--- src/rtl/fas_pkg.sv ---
package fas_pkg;
    typedef enum logic {
        MODE_DISPLAY = 1'b0,
        MODE_HOST    = 1'b1
    } mode_e;

    typedef struct packed {
        logic armed;
        logic req;
    } edge_st_t;
endpackage

--- src/rtl/fas_addr_ctr.sv ---
module fas_addr_ctr #(
    parameter int ADDR_W = 19
) (
    input  logic              clk,
    input  logic              rst,
    input  fas_pkg::mode_e    mode,
    input  logic              host_inc,
    input  logic              host_clr_drv,
    input  logic              host_clr,
    input  logic              vs_req,
    output logic [ADDR_W-1:0] addr,
    output logic              clr_hold
);
    typedef struct packed {
        logic [ADDR_W-1:0] addr;
        logic              hold;
    } ctr_st_t;

    ctr_st_t st_q, st_d;
    logic    clr_line;
    logic    step;

    always_comb begin
        clr_line = host_clr_drv ? host_clr : st_q.hold;
        step     = (mode == fas_pkg::MODE_DISPLAY) || host_inc;
        st_d      = st_q;
        st_d.hold = clr_line;
        if (clr_line || vs_req)
            st_d.addr = '0;
        else if (step)
            st_d.addr = st_q.addr + 1'b1;
    end

    always_ff @(posedge clk) begin
        if (rst)
            st_q <= '0;
        else
            st_q <= st_d;
    end

    assign addr     = st_q.addr;
    assign clr_hold = st_q.hold;
endmodule

--- src/rtl/fas_vs_edge.sv ---
module fas_vs_edge (
    input  logic           clk,
    input  logic           rst,
    input  fas_pkg::mode_e mode,
    input  logic           vs_bit,
    output logic           req
);
    fas_pkg::edge_st_t st_q, st_d;

    always_comb begin
        st_d.req   = vs_bit && st_q.armed && (mode == fas_pkg::MODE_DISPLAY);
        st_d.armed = !vs_bit;
    end

    always_ff @(posedge clk) begin
        if (rst)
            st_q <= '0;
        else
            st_q <= st_d;
    end

    assign req = st_q.req;
endmodule

--- src/rtl/fas_out_reg.sv ---
module fas_out_reg #(
    parameter int DATA_W = 8
) (
    input  logic              clk,
    input  logic              rst,
    input  logic              load,
    input  logic [DATA_W-1:0] din,
    output logic [DATA_W-1:0] dout
);
    logic [DATA_W-1:0] pix_q, pix_d;

    always_comb begin
        pix_d = load ? din : pix_q;
    end

    always_ff @(posedge clk) begin
        if (rst)
            pix_q <= '0;
        else
            pix_q <= pix_d;
    end

    assign dout = pix_q;
endmodule

--- src/rtl/frame_addr_seq.sv ---
module frame_addr_seq #(
    parameter int ADDR_W = 19,
    parameter int DATA_W = 8,
    parameter int VS_BIT = 7
) (
    input  logic              clk,
    input  logic              rst,
    input  logic              host_mode,
    input  logic              host_inc,
    input  logic              host_clr_drv,
    input  logic              host_clr,
    input  logic              host_we,
    input  logic [DATA_W-1:0] host_wdata,
    input  logic              out_en,
    input  logic [DATA_W-1:0] mem_rdata,
    output logic [ADDR_W-1:0] mem_addr,
    output logic [DATA_W-1:0] mem_wdata,
    output logic              mem_we,
    output logic              mem_oe,
    output logic [DATA_W-1:0] pix
);
    fas_pkg::mode_e mode;
    logic           vs_req;
    logic           clr_hold;

    assign mode      = host_mode ? fas_pkg::MODE_HOST : fas_pkg::MODE_DISPLAY;
    assign mem_we    = (mode == fas_pkg::MODE_HOST) && host_we;
    assign mem_oe    = !mem_we;
    assign mem_wdata = host_wdata;

    fas_addr_ctr #(.ADDR_W(ADDR_W)) i_ctr (
        .clk          (clk),
        .rst          (rst),
        .mode         (mode),
        .host_inc     (host_inc),
        .host_clr_drv (host_clr_drv),
        .host_clr     (host_clr),
        .vs_req       (vs_req),
        .addr         (mem_addr),
        .clr_hold     (clr_hold)
    );

    fas_vs_edge i_edge (
        .clk    (clk),
        .rst    (rst),
        .mode   (mode),
        .vs_bit (mem_rdata[VS_BIT]),
        .req    (vs_req)
    );

    fas_out_reg #(.DATA_W(DATA_W)) i_out (
        .clk  (clk),
        .rst  (rst),
        .load (out_en),
        .din  (mem_rdata),
        .dout (pix)
    );
endmodule

--- config.mk ---
export PLATFORM = sky130hd
export DESIGN_NAME = frame_addr_seq
export DESIGN_NICKNAME = d
export VERILOG_FILES = /design/src/rtl/fas_pkg.sv /design/src/rtl/fas_addr_ctr.sv /design/src/rtl/fas_vs_edge.sv /design/src/rtl/fas_out_reg.sv /design/src/rtl/frame_addr_seq.sv
export SDC_FILE = /design/constraint.sdc
export NUM_CORES = 1
export LEC_CHECK = 0
export BUFFER_PORTS_ARGS = -buffer_cell sky130_fd_sc_hd__buf_2
export CAP_MARGIN = 20
export CORE_MARGIN = 1.5
export CORE_UTILIZATION = 46
export CTS_CLUSTER_DIAMETER = 150
export DETAILED_ROUTE_END_ITERATION = 8
export PLACE_DENSITY = 0.79
export SLEW_MARGIN = 10
export SYNTH_ARGS = -nofsm -noshare
export SYNTH_HDL_FRONTEND = slang
export SYNTH_HIERARCHICAL = 1
export SYNTH_SLANG_ARGS = --single-unit
--- constraint.sdc ---
create_clock -name clk -period 2 [get_ports clk]
set_clock_uncertainty 0.15 [all_clocks]
set_input_delay 0.2 -clock clk [delete_from_list [all_inputs] [get_ports clk]]
set_output_delay 0.2 -clock clk [all_outputs]
set_load 0.05 [all_outputs]
==> results.sh <==
export IMPL_post_dp_cell_area_um2=1531
export IMPL_placedCellCount=208
export IMPL_cts_root_buf="sky130_fd_sc_hd__clkbuf_4"
export IMPL_grt_use_met2_pct=32.84
export IMPL_total_power_divided_by_cell_area_nw_per_um2=674.6
export IMPL_clock_latency_at_the_later_pin_of_the_worst_skew_pair_ns=0.33
export IMPL_detailedPlacementHpwl_um=2100
export IMPL_total_leakage_power_uw=0.0007599
export IMPL_yosysWarningCount=6
export IMPL_drt_initial_drc_count=20
export IMPL_floorplan_io_pins=61
export IMPL_grt_use_met1_pct=20.52
export IMPL_worst_path_buf_inv=1
export IMPL_drv_max_cap_violation_count=0
export IMPL_final_cell_area_um2=1663
export IMPL_groute_usage_overall_pct=19.66
export IMPL_finalSetupViolations=0
export IMPL_mostFrequentLayoutCells="sky130_fd_sc_hd__buf_2 (44), sky130_fd_sc_hd__dfxtp_1 (29), sky130_fd_sc_hd__nor2_1 (19)"
export IMPL_initial_core_util_pct=48.77
export IMPL_initial_antenna_violation_count=0
export IMPL_hold_start="rst"
export IMPL_drt_drc_violations_left=0
export IMPL_routed_vias=1204
export IMPL_first_global_vias=1115
export IMPL_reg_to_reg_slack_setup_ns=0.19
export IMPL_ys_seq_elements=30
export IMPL_tritoncts_clock_tree="yes"
export IMPL_outcome="finished clean"
export IMPL_critical_path_reg2reg_endpoint="i_ctr/addr[15]"
export IMPL_cts_reportedPaths_clkPinSlew_ns=0.09
export IMPL_grt_start_max_net_pins=19
export IMPL_synth_net_count=170
export IMPL_yosys_cell_types_count=34
export IMPL_hold_path_class="in -> reg"
export IMPL_timing_worst_slew_pin_value_ns=0.5951
export IMPL_critical_path_arrival_ns=1.92
export IMPL_share_of_the_cycle_needed_by_the_critical_path_after_routing_pct=90.59
export IMPL_instances_no_fill=222
export IMPL_die_area_um2=3258
export IMPL_worst_r2r_path_depth=5
export IMPL_crit_family="simple AND/OR/NAND/NOR gates"
export IMPL_post_drt_via_cell_ratio=5.423
export IMPL_timing_worst_setup_path_type="reg -> reg"
export IMPL_routed_wire_length_per_instance_um=13.24
export IMPL_timing_critical_path_from_type="register"
export IMPL_finalWeightedCongestion=0.7731
export IMPL_diodes=0
export IMPL_finish_net_count=217
export IMPL_grt_remaining_overflow=0
export IMPL_rsz0062_at_grt="false"
export IMPL_slowest_stage="sky130_fd_sc_hd__dfxtp_1"
export IMPL_critPathMaxFanout=6
export IMPL_tritonroute_pass_1_iters=4
export IMPL_timing_critical_path_required_ns=2.10
export IMPL_worst_path_largest_cell_delay_ns=0.39
export IMPL_r2r_start="i_ctr/addr[5]"
export IMPL_timing_slew_headroom_pct=60.33
export IMPL_hold_path_depth=2
export IMPL_grt_busiest_layer="met2"
export IMPL_die_width_um=57.08
export IMPL_layout_cells_most_common="sky130_fd_sc_hd__buf_2"
export IMPL_finalSetupTns_ns=0
export IMPL_vdd_ir_drop_worst_uv=557.0
export IMPL_cts_path_max_buffers=2
export IMPL_numClockSinks=30
export IMPL_final_hold_violation_count=0
export IMPL_timing_critical_path_to_type="register"
export IMPL_final_layout_size_suffix_gt1_share_pct=31.94
export IMPL_cts_buffers_inserted=5
export IMPL_worstHoldEndpoint="i_edge/st_q[1]"
export IMPL_design_core_area_um2=2758
export IMPL_fillerInstances=253
export IMPL_final_max_slew_violation_count=0
export IMPL_route_final_wire_length_um=2940
export IMPL_avgSynthCellArea_um2=9.276
export IMPL_max_freq_mhz=552.0
export IMPL_portBuffers=44
export IMPL_grt_met3_usage_pct=9.297
export IMPL_cts_h_tree_depth=2
export IMPL_area_growth_synth_to_final_pct=23.63
export IMPL_cts_setup_buffers=0
export IMPL_die_y_um=57.08
export IMPL_final_antenna_net_count=0
export IMPL_mappedNetlistArea_um2=1345
export IMPL_number_of_core_rows=19
export IMPL_grt_pass1_wl_um=4816
export IMPL_ys_seq_area_share_pct=44.65
export IMPL_synthCells=145
export IMPL_worst_path_cell_trace="and4_1 -> nand4_1 -> buf_4 -> or3_1 -> a21oi_1"
export IMPL_timing_final_crit_period_ns=1.812
metrics by stage:
stage / setup WS (ns) / utilization, % / hold slack, ns / total power [µW]
6_report: 0.1883 / 60.30 / 0.02864 / 1122
5_1_grt: 0.09792 / 60.30 / 0.01184 / 1183
4_1_cts: 0.2135 / 60.30 / 0.01254 / 1141
3_5_place_dp: 0.2247 / 55.54 / 0.2498 / 773.7
3_3_place_gp: 0.3120 / 55.54 / 0.2421 / 768.7
2_1_floorplan: 0.001375 / - / 0.1167 / 778.2
sequential cells by signal (all words and copies together), names as in the netlist:
register	cells
i_ctr/addr	19
i_out/dout	8
i_edge/st_q	1
i_ctr/clr_hold	1
i_edge/req	1
worst max-delay path by stage:
stage	startpoint	to	cells after the start
after global routing	i_ctr/addr[5]	i_ctr/addr[15]	5
final	i_ctr/addr[5]	i_ctr/addr[15]	5
after floorplan	i_ctr/addr[4]	i_ctr/addr[11]	6
after detailed placement	i_ctr/addr[5]	i_ctr/addr[15]	5
after CTS	i_ctr/addr[5]	i_ctr/addr[17]	4
after global placement	i_ctr/addr[8]	i_ctr/addr[17]	4
kinds of logic after synthesis:
family | count (synthesis) | synth area share [%]
AND/OR/NAND/NOR | 61 | 25.86
AO/OA/AOI/OAI | 16 | 6.419
flip-flops | 30 | 44.65
adder cells (fa/ha/maj) | 1 | 0.9301
buffers and inverters | 17 | 7.999
multiplexers | 11 | 8.279
XOR/XNOR | 9 | 5.861
Yosys cell counts, drive strengths merged:
library cell	count	share of area, %
or4	1	0.56
xor2	8	5.2
nand2b	2	0.93
nor2b	1	0.47
and3	2	1.0
nor2	19	5.3
and2	4	1.9
ha	1	0.93
and4	2	1.4
xnor2	1	0.65
mux2i	10	7.4
and4bb	1	0.93
or2	1	0.65
o31ai	1	0.56
mux2	1	0.84
nand2	5	1.4
a31o	1	0.65
a21oi	8	3.0
buf	13	6.9
clkbuf	3	0.84
or3	5	2.3
nand4bb	2	1.7
nand4	10	5.1
o21ai	6	2.2
dfxtp	30	45
nand3	4	1.5
nor3	2	0.74
inv	1	0.28
per-layer routing:
layer | routed length (µm) | up-vias
li1 | - | 589
met4 | 74 | 0
met3 | 214 | 12
met1 | 1201 | 559
met2 | 1450 | 44
met5 | 0 | -
timing repair:
item                                   CTS  global route
hold buffers                             8             0
resized for setup                        0             0
endpoints found under the hold margin    9             0
worst register-to-register path, stage by stage, from the launching register on:
cell,delay (ns)
sky130_fd_sc_hd__dfxtp_1,0.39
sky130_fd_sc_hd__and4_1,0.23
sky130_fd_sc_hd__nand4_1,0.25
sky130_fd_sc_hd__buf_4,0.24
sky130_fd_sc_hd__or3_1,0.34
sky130_fd_sc_hd__a21oi_1,0.15
cell type report:
| type | count | area [µm²] | area share, % |
|---|---|---|---|
| Clock buffer | 6 | 51.30 | 3.085 |
| Inverter | 1 | 3.754 | 0.2257 |
| Multi-Input combinational cell | 98 | 636.9 | 38.30 |
| Sequential cell | 30 | 601.8 | 36.19 |
| Tap cell | 31 | 38.79 | 2.333 |
| Timing Repair Buffer | 56 | 330.3 | 19.86 |
power breakdown:
part	total, µW	leakage [µW]	switching [µW]	internal, µW
logic	150	0.000485	97.9	52.3
clock network	350	0.0000302	192	158
registers	622	0.000245	9.02	612
total	1120	0.000760	299	823
Note: power is estimated with default switching activity, not from simulation.
